[config.mk]
export PLATFORM = sky130hd
export DESIGN_NAME = bus_seq
export DESIGN_NICKNAME = d
export VERILOG_FILES = /design/src/rtl/bus_seq_pkg.sv /design/src/rtl/bus_seq_lane.sv /design/src/rtl/bus_seq_merge.sv /design/src/rtl/bus_seq.sv
export SDC_FILE = /design/constraint.sdc
export NUM_CORES = 1
export LEC_CHECK = 0
export BUFFER_PORTS_ARGS = -buffer_cell sky130_fd_sc_hd__buf_2
export CAP_MARGIN = 20
export CELL_PAD_IN_SITES_DETAIL_PLACEMENT = 1
export CELL_PAD_IN_SITES_GLOBAL_PLACEMENT = 1
export CORE_MARGIN = 2
export CORE_UTILIZATION = 43
export DETAILED_ROUTE_END_ITERATION = 8
export GPL_ROUTABILITY_DRIVEN = 0
export GPL_TIMING_DRIVEN = 0
export PLACE_DENSITY = 0.95
export REMOVE_ABC_BUFFERS = 1
export SLEW_MARGIN = 20
export SYNTH_ARGS = -nofsm -noshare
export SYNTH_HDL_FRONTEND = slang
export SYNTH_SLANG_ARGS = --single-unit
[constraint.sdc]
create_clock -name clk -period 4.37 [get_ports clk]
set_input_delay 0.437 -clock clk [delete_from_list [all_inputs] [get_ports clk]]
set_output_delay 0.437 -clock clk [all_outputs]
set_load 0.05 [all_outputs]
[src/rtl/bus_seq_pkg.sv]
package bus_seq_pkg;

    typedef enum logic [2:0] {
        ST_IDLE = 3'd0,
        ST_T1   = 3'd1,
        ST_TX   = 3'd2,
        ST_T2   = 3'd3,
        ST_T3   = 3'd4,
        ST_T4   = 3'd5
    } bus_state_e;

    function automatic logic [2:0] size_bytes(input logic [1:0] sz);
        case (sz)
            2'd0:    return 3'd1;
            2'd1:    return 3'd2;
            default: return 3'd4;
        endcase
    endfunction

endpackage

[src/rtl/bus_seq_lane.sv]
module bus_seq_lane #(
    parameter int BUS_BYTES = 2,
    parameter int ADDR_W    = 16,
    localparam int BUS_W    = 8 * BUS_BYTES,
    localparam int OFS_W    = $clog2(BUS_BYTES)
) (
    input  logic [ADDR_W-1:0] cur_addr,
    input  logic [2:0]        rem,
    input  logic [31:0]       wdata_sh,
    output logic [OFS_W-1:0]  offset,
    output logic [2:0]        nbytes,
    output logic [BUS_BYTES-1:0] be,
    output logic [ADDR_W-1:0] word_addr,
    output logic [BUS_W-1:0]  lane_wdata
);
    logic [2:0]  room;
    logic [31:0] placed;

    always_comb begin
        offset    = cur_addr[OFS_W-1:0];
        room      = 3'(BUS_BYTES) - 3'(offset);
        nbytes    = (rem < room) ? rem : room;
        word_addr = {cur_addr[ADDR_W-1:OFS_W], {OFS_W{1'b0}}};
        placed    = wdata_sh << {offset, 3'b000};
    end

    for (genvar j = 0; j < BUS_BYTES; j++) begin : g_lane
        assign be[j] = (3'(j) >= 3'(offset)) && (3'(j) < 3'(offset) + nbytes);
        assign lane_wdata[8*j +: 8] = be[j] ? placed[8*j +: 8] : 8'h00;
    end

endmodule

[src/rtl/bus_seq_merge.sv]
module bus_seq_merge #(
    parameter int BUS_BYTES = 2,
    localparam int BUS_W    = 8 * BUS_BYTES,
    localparam int OFS_W    = $clog2(BUS_BYTES)
) (
    input  logic [31:0]      op_in,
    input  logic [BUS_W-1:0] rdata,
    input  logic [OFS_W-1:0] offset,
    input  logic [2:0]       nbytes,
    input  logic [2:0]       done,
    output logic [31:0]      op_out
);
    logic [31:0] lanes;
    logic [31:0] mask;

    for (genvar i = 0; i < 4; i++) begin : g_mask
        assign mask[8*i +: 8] = (3'(i) < nbytes) ? 8'hFF : 8'h00;
    end

    always_comb begin
        lanes  = 32'(rdata) >> {offset, 3'b000};
        op_out = op_in | ((lanes & mask) << {done, 3'b000});
    end

endmodule

[src/rtl/bus_seq.sv]
module bus_seq
    import bus_seq_pkg::*;
#(
    parameter int BUS_BYTES = 2,
    parameter bit XLAT      = 1'b0,
    parameter int ADDR_W    = 16,
    localparam int BUS_W    = 8 * BUS_BYTES,
    localparam int OFS_W    = $clog2(BUS_BYTES)
) (
    input  logic                 clk,
    input  logic                 rst_n,
    input  logic                 req_valid,
    input  logic [1:0]           req_size,
    input  logic [ADDR_W-1:0]    req_addr,
    input  logic                 req_write,
    input  logic [31:0]          req_wdata,
    input  logic                 bus_ready,
    input  logic [BUS_W-1:0]     bus_rdata,
    output logic                 busy,
    output logic                 op_ready,
    output logic [31:0]          op_rdata,
    output logic [ADDR_W-1:0]    bus_addr,
    output logic                 bus_as,
    output logic                 bus_rd,
    output logic                 bus_wr,
    output logic [BUS_BYTES-1:0] bus_be,
    output logic [BUS_W-1:0]     bus_wdata
);

    typedef struct packed {
        bus_state_e        st;
        logic [ADDR_W-1:0] addr;
        logic [2:0]        rem;
        logic [2:0]        done;
        logic [31:0]       wdata;
        logic [31:0]       op;
        logic              write;
        logic              rdy;
    } seq_t;

    localparam seq_t SEQ_RST = '{
        st: ST_IDLE, addr: '0, rem: 3'd0, done: 3'd0,
        wdata: 32'h0, op: 32'h0, write: 1'b0, rdy: 1'b0
    };

    seq_t s_q, s_d;

    logic [OFS_W-1:0]     offset;
    logic [2:0]           nbytes;
    logic [BUS_BYTES-1:0] lane_be;
    logic [ADDR_W-1:0]    word_addr;
    logic [BUS_W-1:0]     lane_wdata;
    logic [31:0]          merged;
    logic                 last_cycle;

    bus_seq_lane #(.BUS_BYTES(BUS_BYTES), .ADDR_W(ADDR_W)) u_lane (
        .cur_addr   (s_q.addr),
        .rem        (s_q.rem),
        .wdata_sh   (s_q.wdata),
        .offset     (offset),
        .nbytes     (nbytes),
        .be         (lane_be),
        .word_addr  (word_addr),
        .lane_wdata (lane_wdata)
    );

    bus_seq_merge #(.BUS_BYTES(BUS_BYTES)) u_merge (
        .op_in  (s_q.op),
        .rdata  (bus_rdata),
        .offset (offset),
        .nbytes (nbytes),
        .done   (s_q.done),
        .op_out (merged)
    );

    assign last_cycle = (nbytes == s_q.rem);

    always_comb begin
        s_d     = s_q;
        s_d.rdy = 1'b0;
        unique case (s_q.st)
            ST_IDLE: begin
                if (req_valid) begin
                    s_d.st    = ST_T1;
                    s_d.addr  = req_addr;
                    s_d.rem   = size_bytes(req_size);
                    s_d.done  = 3'd0;
                    s_d.wdata = req_wdata;
                    s_d.op    = 32'h0;
                    s_d.write = req_write;
                end
            end
            ST_T1: s_d.st = XLAT ? ST_TX : ST_T2;
            ST_TX: s_d.st = ST_T2;
            ST_T2: s_d.st = ST_T3;
            ST_T3: begin
                if (bus_ready) begin
                    s_d.st  = ST_T4;
                    s_d.rdy = last_cycle;
                    if (!s_q.write) begin
                        s_d.op = merged;
                    end
                end
            end
            ST_T4: begin
                if (last_cycle) begin
                    s_d.st  = ST_IDLE;
                    s_d.rem = 3'd0;
                end else begin
                    s_d.st    = ST_T1;
                    s_d.addr  = s_q.addr + ADDR_W'(nbytes);
                    s_d.rem   = s_q.rem - nbytes;
                    s_d.done  = s_q.done + nbytes;
                    s_d.wdata = s_q.wdata >> {nbytes, 3'b000};
                end
            end
            default: s_d.st = ST_IDLE;
        endcase
    end

    always_ff @(posedge clk or negedge rst_n) begin
        if (!rst_n) begin
            s_q <= SEQ_RST;
        end else begin
            s_q <= s_d;
        end
    end

    always_comb begin
        busy      = (s_q.st != ST_IDLE);
        op_ready  = s_q.rdy;
        op_rdata  = s_q.op;
        bus_as    = (s_q.st == ST_T1);
        bus_rd    = !s_q.write && ((s_q.st == ST_T2) || (s_q.st == ST_T3));
        bus_wr    =  s_q.write && ((s_q.st == ST_T2) || (s_q.st == ST_T3));
        bus_addr  = busy ? word_addr : '0;
        bus_be    = busy ? lane_be : '0;
        bus_wdata = (busy && s_q.write) ? lane_wdata : '0;
    end

endmodule

# --- Word-level counts from Yosys, hierarchy flattened ---
# Index checks and enable logic that the tools add are counted.
op_classes:
  n_mux: 24
  shifts: 4
  add_sub_neg: 5
  eq_ne: 11
  reduce_logical: 17
  bitwise_logic: 2
  n_lt_le_gt_ge: 8
op_table:
  columns: ["operator", "count"]
  rows:
  - ["one-hot mux 54 bit (2 select lines)", 1]
  - ["2-to-1 mux 90 bit", 1]
  - ["2-to-1 mux 32 bit", 2]
  - ["one-hot mux 32 bit (2 select lines)", 1]
  - ["2-to-1 mux 16 bit", 3]
  - ["2-to-1 mux 8 bit", 6]
  - ["2-to-1 mux 35 bit", 1]
  - ["bitwise AND 32 bit", 1]
  - ["OR 32 bit", 1]
  - ["left shift 32 x 4 -> 16 bit", 1]
  - ["left shift 32 x 6 -> 32 bit", 1]
  - ["right shift 16 x 4 -> 32 bit", 1]
  - ["right shift 32 x 6 -> 32 bit", 1]
  - ["adder 16 x 3 -> 16 bit", 1]
  - ["one-hot mux 3 bit (5 select lines)", 1]
  - ["less-than comparator 1 x 3 -> 1 bit (first input constant)", 4]
  - ["2-to-1 mux 3 bit", 3]
  - ["inequality test 2 bit (second input constant)", 4]
  - ["== test 3 x 2 -> 1 bit (second input constant)", 2]
  - ["== test 3 bit (second input constant)", 2]
  - ["less-than comparator 2 x 3 -> 1 bit (first input constant)", 2]
  - ["one-hot mux 3 bit (2 select lines)", 1]
  - ["AND reduction 2 bit", 3]
  - ["logical AND 1 bit", 4]
  - ["other kinds (20)", 23]
totals:
  elab_cells: 79
  reg_bits: 91
  out_inout_bits: 71

# --- Longest topological paths before layout ---
# Gate-level depths: netlist of run 1.
depth:
  word_depth: 11
  depth_mapped: 12

# --- Cells and area by module ---
# Synthesis of run 1 repeated with hierarchy kept, for this count alone.
unflattened:
  hier_cells: 682
  hier_area_um2: 6132.1
modules_own_cells:
  columns: ["module", "seq_area_each_um2", "instances", "cells_per_inst", "area_each_um2"]
  rows:
  - ["bus_seq", 2277.2, 1, 567, 5112.4]
  - ["bus_seq_merge", 0.0, 1, 59, 584.3]
  - ["bus_seq_lane", 0.0, 1, 56, 435.4]

# --- Worst setup path after synthesis of run 1 ---
# Ideal clock, no wire load.
synth_timing:
  path_type: "register to output"
  from: "register s_q[72] (netlist bit)"
  to: "output bus_wdata[10]"
  required_ns: 3.933
  path_stages_with_launch: 11
  path_slack_ns: 0.925
  t_arrival_ns: 3.008
  path_cell_list: "dfrtp_1 ha_1 or3_1 o21ai_0 buf_2 clkinv_1 ha_1 nand2b_1 mux2_2 nand3_1 nor2_1"
synth_between:
  elab_chain_cells: 7
  word_cells_on_any_way: 8
  cone_classes: "add/sub (2); order compare (2); shift (1); mux (3)"
synth_rtl:
  columns: ["element", "line", "rtl"]
  rows:
  - ["from (decl)", "bus_seq.sv:46", "seq_t s_q, s_d;"]
  - ["from (signal assigned)", "bus_seq.sv:123", "s_q <= SEQ_RST;"]
  - ["from (signal assigned)", "bus_seq.sv:125", "s_q <= s_d;"]
  - ["subtractor 2 x 1 -> 3 bit", "bus_seq_lane.sv:21", "room = 3'(BUS_BYTES) - 3'(offset);"]
  - ["less-than comparator 3 bit", "bus_seq_lane.sv:22", "nbytes = (rem < room) ? rem : room;"]
  - ["2-to-1 mux 3 bit", "bus_seq_lane.sv:22", null]
  - ["adder 1 x 3 -> 3 bit", "bus_seq_lane.sv:28", "assign be[j] = (3'(j) >= 3'(offset)) && (3'(j) < 3'(offset) + nbytes);"]
  - ["less-than comparator 1 x 3 -> 1 bit", "bus_seq_lane.sv:28", null]
  - ["2-to-1 mux 8 bit *", "bus_seq_lane.sv:29", "assign lane_wdata[8*j +: 8] = be[j] ? placed[8*j +: 8] : 8'h00;"]
  - ["2-to-1 mux 16 bit *", "bus_seq.sv:138", "bus_wdata = (busy && s_q.write) ? lane_wdata : '0;"]
  - ["to (decl)", "bus_seq.sv:27", "output logic [BUS_W-1:0] bus_wdata"]
# Every way passes the cells marked *; elsewhere a longest branch is shown, timed or not.

# --- Worst setup path after layout of run 1 ---
layout_timing:
  from: "register s_q[72] (netlist bit)"
  to: "output bus_wdata[5]"
layout_between:
  elab_chain_cells: 8
  word_cells_on_any_way: 10
  cone_classes: "add/sub (2); order compare (3); shift (1); mux (3); reduce/logical (1)"
layout_rtl:
  columns: ["element", "line"]
  rows:
  - ["subtractor 2 x 1 -> 3 bit", "bus_seq_lane.sv:21"]
  - ["less-than comparator 3 bit", "bus_seq_lane.sv:22"]
  - ["2-to-1 mux 3 bit", "bus_seq_lane.sv:22"]
  - ["adder 1 x 3 -> 3 bit", "bus_seq_lane.sv:28"]
  - ["less-than comparator 1 x 3 -> 1 bit", "bus_seq_lane.sv:28"]
  - ["logical AND 1 bit", "bus_seq_lane.sv:28"]
  - ["2-to-1 mux 8 bit *", "bus_seq_lane.sv:29"]
  - ["2-to-1 mux 16 bit *", "bus_seq.sv:138"]
# Marked as above.

==> flow_summary.yaml, run 1 <==
detailed_routing:
  ant_nets: 0
  viasPerCell: 6.14
  wl_met2_um: 9480
  wl_um: 19200
  dr_wl_met3_um: 1220
  firstDrtPassIters: 5
  post-route-drc-count: 0
  routed.top_layer: "met4"
  vias: 5544
  drt-initial-drc-count: 478
  post_drt_wl_per_cell_um: 21.3
  drt-met1-wl_um: 7940
logic_synthesis:
  syn_area_per_cell_um2: 8.90
  ys_async_sr_fraction_pct: 100
  ys_seq_area_share_pct: 40.1
  synth_compound_area_share_pct: 25.7
  synthAdderAreaFrac_pct: 2.33
  muxShareOfSynthArea_pct: 4.97
  synth-seq-cells: 91
  synth.most_common_cell: "dfrtp_1"
  synth_edf_count: 0
  synth_top_family_by_area: "compound AO/OA/AOI/OAI gates"
  synth_xor_area_share_pct: 0.770
  netlist_instances: 639
  synth.area.top_cells: "dfrtp_1 (40%), o21ai_0 (5.0%), a21oi_1 (4.8%)"
  synth_top_cell_by_area: "dfrtp_1"
  synth_commonest_cells: "dfrtp_1 (91), o21ai_0 (57), a21oi_1 (54)"
  synth_cell_types: 64
  synth_warnings: 0
  yosysTopAreaCellShare_pct: 40.1
  yosys.area_share.simple_pct: 16.0
  synthesis.area_mm2: 0.00568
  synthFlopType: "dfrtp_1"
min_path:
  min_path_type: "input port to flip-flop"
critical_path:
  crit_slowest_cell: "a211oi_1"
  path_cells: "ha_1 > a211oi_1 > a2bb2oi_4 > inv_2 > mux2_2 > o2111a_1 > and2_1 > buf_2"
  cpPeakStageDelay_ps: 650
  critPathKind: "flip-flop to primary output"
  cp-start-kind: "flip-flop"
  crit_required_ps: 3930
  path_max_fanout: 16
  worst_setup_path_end_kind: "primary output"
  cp.arrival_ps: 3850
finish:
  fin_nets: 803
  drive_gt1_share_pct: 27.1
  areaGrowthSynthToFinish_pct: 17.4
  fillers: 1563
  num_antenna_cells: 0
  final_cells: 903
  stdcell_area_mm2: 0.00667
clock_tree:
  numCtsBuffers: 9
  cts_tree: "built"
  clock_latency_ps: 360
  cts-root-buf: "clkbuf_16"
  clock_sinks: 91
  htree_levels: 3
  cts_buffer_depth: 2
  clk_pin_slew_ps: 70
timing:
  tightest_slew_ps: 1110
  hold_violations: 0
  tns_ps: 0
  report.final.slew_viol_count: 0
  period_minus_slack_ps: 4280
  timing.fmax_mhz: 233
  finalCritPeriodShare_pct: 98.0
  relSlewSlack_pct: 26.0
  finClkSkew_ps: 12.0
  final-setup-viol-count: 0
pwr:
  ir_drop_v: 0.000496
  power_mw: 6.15
  p_leak_nw: 3.10
  power_density_mw_per_mm2: 922
global_route:
  grt_max_degree: 74
  grt-ovfl-total: 0
  grt_pass1_vias: 5842
  grt_antenna_before_repair: 0
  grt_pass1_wl_um: 30800
  grt_use_total_pct: 27.4
place:
  dpl_cell_area_mm2: 0.00630
  place_inst: 884
  hpwl_um: 13100
  portBuffers: 140
die:
  io_pins: 142
  dieArea_mm2: 0.0142
  fp.dieH_um: 119
  core_mm2: 0.0131
  row_count: 42
  initial_utilization_pct: 43.4
  die_x_um: 119
run_status:
  outcome: "finished, final reports clean"
job:
  maxCapViolCount: 0
==> registers in the layout, summed over array words and instances (netlist names) <==
signal    flops
op_rdata     32
op_ready      1
s_q          58
==> stage by stage <==
step                worst slack, ps  hold slack (ps)  util (%)
detailed placement            -3.59              289      48.2
global placement              -2870              473      47.2
finish                         87.0              299      51.0
floorplan                      -594              141         -
CTS                            37.8              293      50.7
global route                  -24.2              302      51.0
==> placed cells by master, fill, tap and decap left out, types with 3 or more instances in the layout <==
cell,netlist,layout
a2bb2oi_1,9,9
o21ai_0,57,56
nor2_1,40,40
a32o_1,8,8
and3_1,10,10
inv_1,34,34
a211oi_1,11,11
and4_1,9,9
mux2i_1,8,8
buf_16,0,3
clkbuf_16,0,9
dfrtp_1,91,90
or3_1,3,3
a22o_1,8,8
nand3_1,24,23
a21oi_1,54,54
a21o_1,5,5
nand2_1,38,38
a22oi_1,23,23
nor4_1,3,3
a31oi_1,13,12
a311oi_1,8,8
xnor2_1,3,3
mux2_2,18,18
and2_1,30,29
buf_2,12,139
nor3_1,4,3
ha_1,9,9
==> layer usage <==
| layer | vias to the layer above | track usage, % |
|---|---|---|
| met4 | 0 | 12.2 |
| li1 | 2454 | - |
| met2 | 253 | 46.5 |
| met1 | 2796 | 34.4 |
| met5 | - | 0 |
| met3 | 41 | 4.41 |
==> worst paths after layout <==
kind / start / to / slack (ps) / depth (start not counted)
max: s_q[72] / bus_wdata[5] / 90 / 8
min: req_wdata[24] / s_q[58] / 300 / 2
max reg2reg: s_q[72] / s_q[83] / 370 / 10
min reg2reg: op_rdata[2] / op_rdata[2] / 500 / 2
max in group asynchronous: rst_n / s_q[72] / 3210 / 3
min in group asynchronous: rst_n / op_rdata[13] / 480 / 2
==> kinds of logic (layout without fill, tap and decap cells) <==
| group | after synthesis | in the layout |
|---|---|---|
| compound gates | 221 | 221 |
| mux | 26 | 26 |
| xor+xnor | 5 | 5 |
| other cells | 1 | 2 |
| buf+inv | 113 | 200 |
| flops | 91 | 91 |
| simple gates | 172 | 172 |
| fa+ha+maj | 10 | 10 |
==> worst max-delay path, delay by kind of cell, from the launching register on <==
kind | cells | cell delay, ps
flip-flops | 1 | 610
AO/OA/AOI/OAI | 3 | 1280
adder cells (fa/ha/maj) | 1 | 430
buffers and inverters | 2 | 510
multiplexers | 1 | 420
AND/OR/NAND/NOR | 1 | 220
==> area by class of cell <==
cell class | instances | area [µm²] | area share [%]
Multi-Input combinational cell | 436 | 2890 | 43.3
Timing Repair Buffer | 148 | 845 | 12.7
Sequential cell | 91 | 2280 | 34.2
Tap cell | 176 | 220 | 3.30
Clock buffer | 11 | 243 | 3.64
Inverter | 36 | 138 | 2.06
Clock inverter | 5 | 60.1 | 0.900
==> power breakdown <==
group	internal [mW]	switching [mW]	total, mW
clock	0.463	0.353	0.816
sequential	1.18	0.412	1.59
combinational	1.17	2.57	3.74
total	2.82	3.34	6.15
==> repair_timing <==
| action | CTS | global route |
|---|---|---|
| buffers inserted | 1 | 0 |
| resized for setup | 3 | 3 |
| hold buffers | 1 | 0 |
| endpoints found under the setup margin | 17 | 9 |
| endpoints found under the hold margin | 18 | 0 |
No activity file was read; power rests on OpenSTA's default activity.
==> inputs of run 2 (changes only) <==
- CORE_MARGIN: 2 -> 10
==> flow_summary.yaml, run 2 (same netlist as run 1, synthesis figures left out) <==
global_route:
  grt_antenna_before_repair: 0
  grt-ovfl-total: 0
  globalRouteMet3Util_pct: 5.23
  grt_pass1_wl_um: 31500
  grt_use_total_pct: 21.3
  grt_pass1_vias: 5987
  grt_util_met2_pct: 36.2
  met1_usage_pct: 25.3
  grt_max_degree: 49
  grt.busiest_layer: "met2"
finish:
  mostFrequentLayoutCells: "buf_2 (139), dfrtp_1 (90), o21ai_0 (56)"
  seq_area_mm2: 0.00228
  mostFrequentLayoutCell: "buf_2"
  final_cells: 898
  stdcell_area_mm2: 0.00667
  utilization_pct: 52.2
  drive_gt1_share_pct: 27.1
  fillers: 1514
  multi_input_area_mm2: 0.00289
  regMostFlops: "s_q"
  num_antenna_cells: 0
  largest_reg_flops: 58
  areaGrowthSynthToFinish_pct: 17.4
  fin_nets: 802
place:
  place_ws_ps: -526
  dpl_cell_area_mm2: 0.00628
  hpwl_um: 14200
  place_inst: 879
  portBuffers: 140
critical_path:
  critPathKind: "flip-flop to primary output"
  worst_setup_path_end_kind: "primary output"
  crit_required_ps: 3930
  critical_path_depth: 8
  cp.arrival_ps: 3740
  ff2ff_setup_slack_ps: 430
  path_max_fanout: 16
  r2r-end: "s_q[83]"
  cp_top_family: "compound AO/OA/AOI/OAI gates"
  cp-start-kind: "flip-flop"
  crit_slowest_cell: "dfrtp_4"
  r2r_start: "s_q[72]"
  r2r_cells: 10
  path_cells: "ha_1 > a211oi_1 > a2bb2oi_4 > inv_2 > mux2_2 > o2111a_1 > and2_1 > buf_2"
  cpPeakStageDelay_ps: 610
  setup.worst_path.start: "s_q[72]"
  endpoint: "bus_wdata[6]"
  worst-path-buf-inv: 2
pwr:
  power_mw: 6.16
  power_density_mw_per_mm2: 923
  p_leak_nw: 3.10
  ir_drop_v: 0.000507
clock_tree:
  clock_sinks: 91
  numCtsBuffers: 9
  ctsHoldBuffers: 0
  cts-root-buf: "clkbuf_16"
  cts_buffer_depth: 2
  htree_levels: 3
  cts_tree: "built"
  clock_latency_ps: 350
  clk_pin_slew_ps: 70
die:
  initial_utilization_pct: 44.5
  dieArea_mm2: 0.0182
  io_pins: 142
  die_x_um: 135
  core_mm2: 0.0128
  fp.dieH_um: 135
  row_count: 41
timing:
  worst_slack_ps: 188
  finClkSkew_ps: 8.77
  relSlewSlack_pct: 46.3
  finalCritPeriodShare_pct: 95.7
  rsz0062_at_grt: "false"
  report.final.slew_viol_count: 0
  hold_violations: 0
  tightest_slew_ps: 804
  tns_ps: 0
  hold-worst-slack_ps: 9.64
  final-setup-viol-count: 0
  period_minus_slack_ps: 4180
  timing.fmax_mhz: 239
detailed_routing:
  vias: 5475
  wl_um: 19900
  ant_nets: 0
  viasPerCell: 6.10
  post-route-drc-count: 0
  drt-initial-drc-count: 594
  post_drt_wl_per_cell_um: 22.2
  firstDrtPassIters: 5
min_path:
  min_path_type: "input port to async pin"
run_status:
  outcome: "finished, final reports clean"
job:
  maxCapViolCount: 0
==> run 2: cell types whose count changed in the layout (fill, tap and decap cells not counted), sizes merged <==
cell         delta
dlygate4sd3     -1
clkinvlp        -1
inv             -1
clkinv          +2
==> run 2: worst register-to-register path: cells and delay by family (launching register included) <==
family / cells / cell delay [ps]
flops: 1 / 610
compound gates: 6 / 1690
simple gates: 1 / 410
buf+inv: 1 / 260
fa+ha+maj: 2 / 820
==> run 2: how the worst min path moves through the flow <==
stage	from	endpoint	depth (start not counted)
3_3_place_gp	s_q[68]	s_q[68]	1
6_report	rst_n	op_rdata[27]	1
4_1_cts	rst_n	s_q[66]	1
3_5_place_dp	rst_n	op_rdata[31]	1
2_1_floorplan	rst_n	op_rdata[0]	0
5_1_grt	rst_n	op_rdata[10]	1
==> run 2: power breakdown <==
group / total [mW] / switching [mW] / internal, mW / leakage, nW
logic: 3.75 / 2.57 / 1.17 / 1.77
clock network: 0.814 / 0.351 / 0.463 / 0.150
registers: 1.60 / 0.414 / 1.18 / 1.18
==> run 2: layout make-up <==
class,count,area share [%]
Multi-Input combinational cell,436,43.3
Sequential cell,91,34.2
Timing Repair Buffer,147,12.6
Clock buffer,11,3.64
Tap cell,172,3.23
Inverter,36,2.06
Clock inverter,5,0.919
==> run 2: what timing repair did <==
action,CTS,global route
buffers inserted,0,1
resized for setup,5,1
pin swaps,0,0
endpoints found under the setup margin,65,16
==> run 2: layer usage <==
layer,part of all wire [%],routed length [µm]
met5,0,0
met4,2.3,454
met3,7.8,1560
met2,49,9830
met1,41,8080
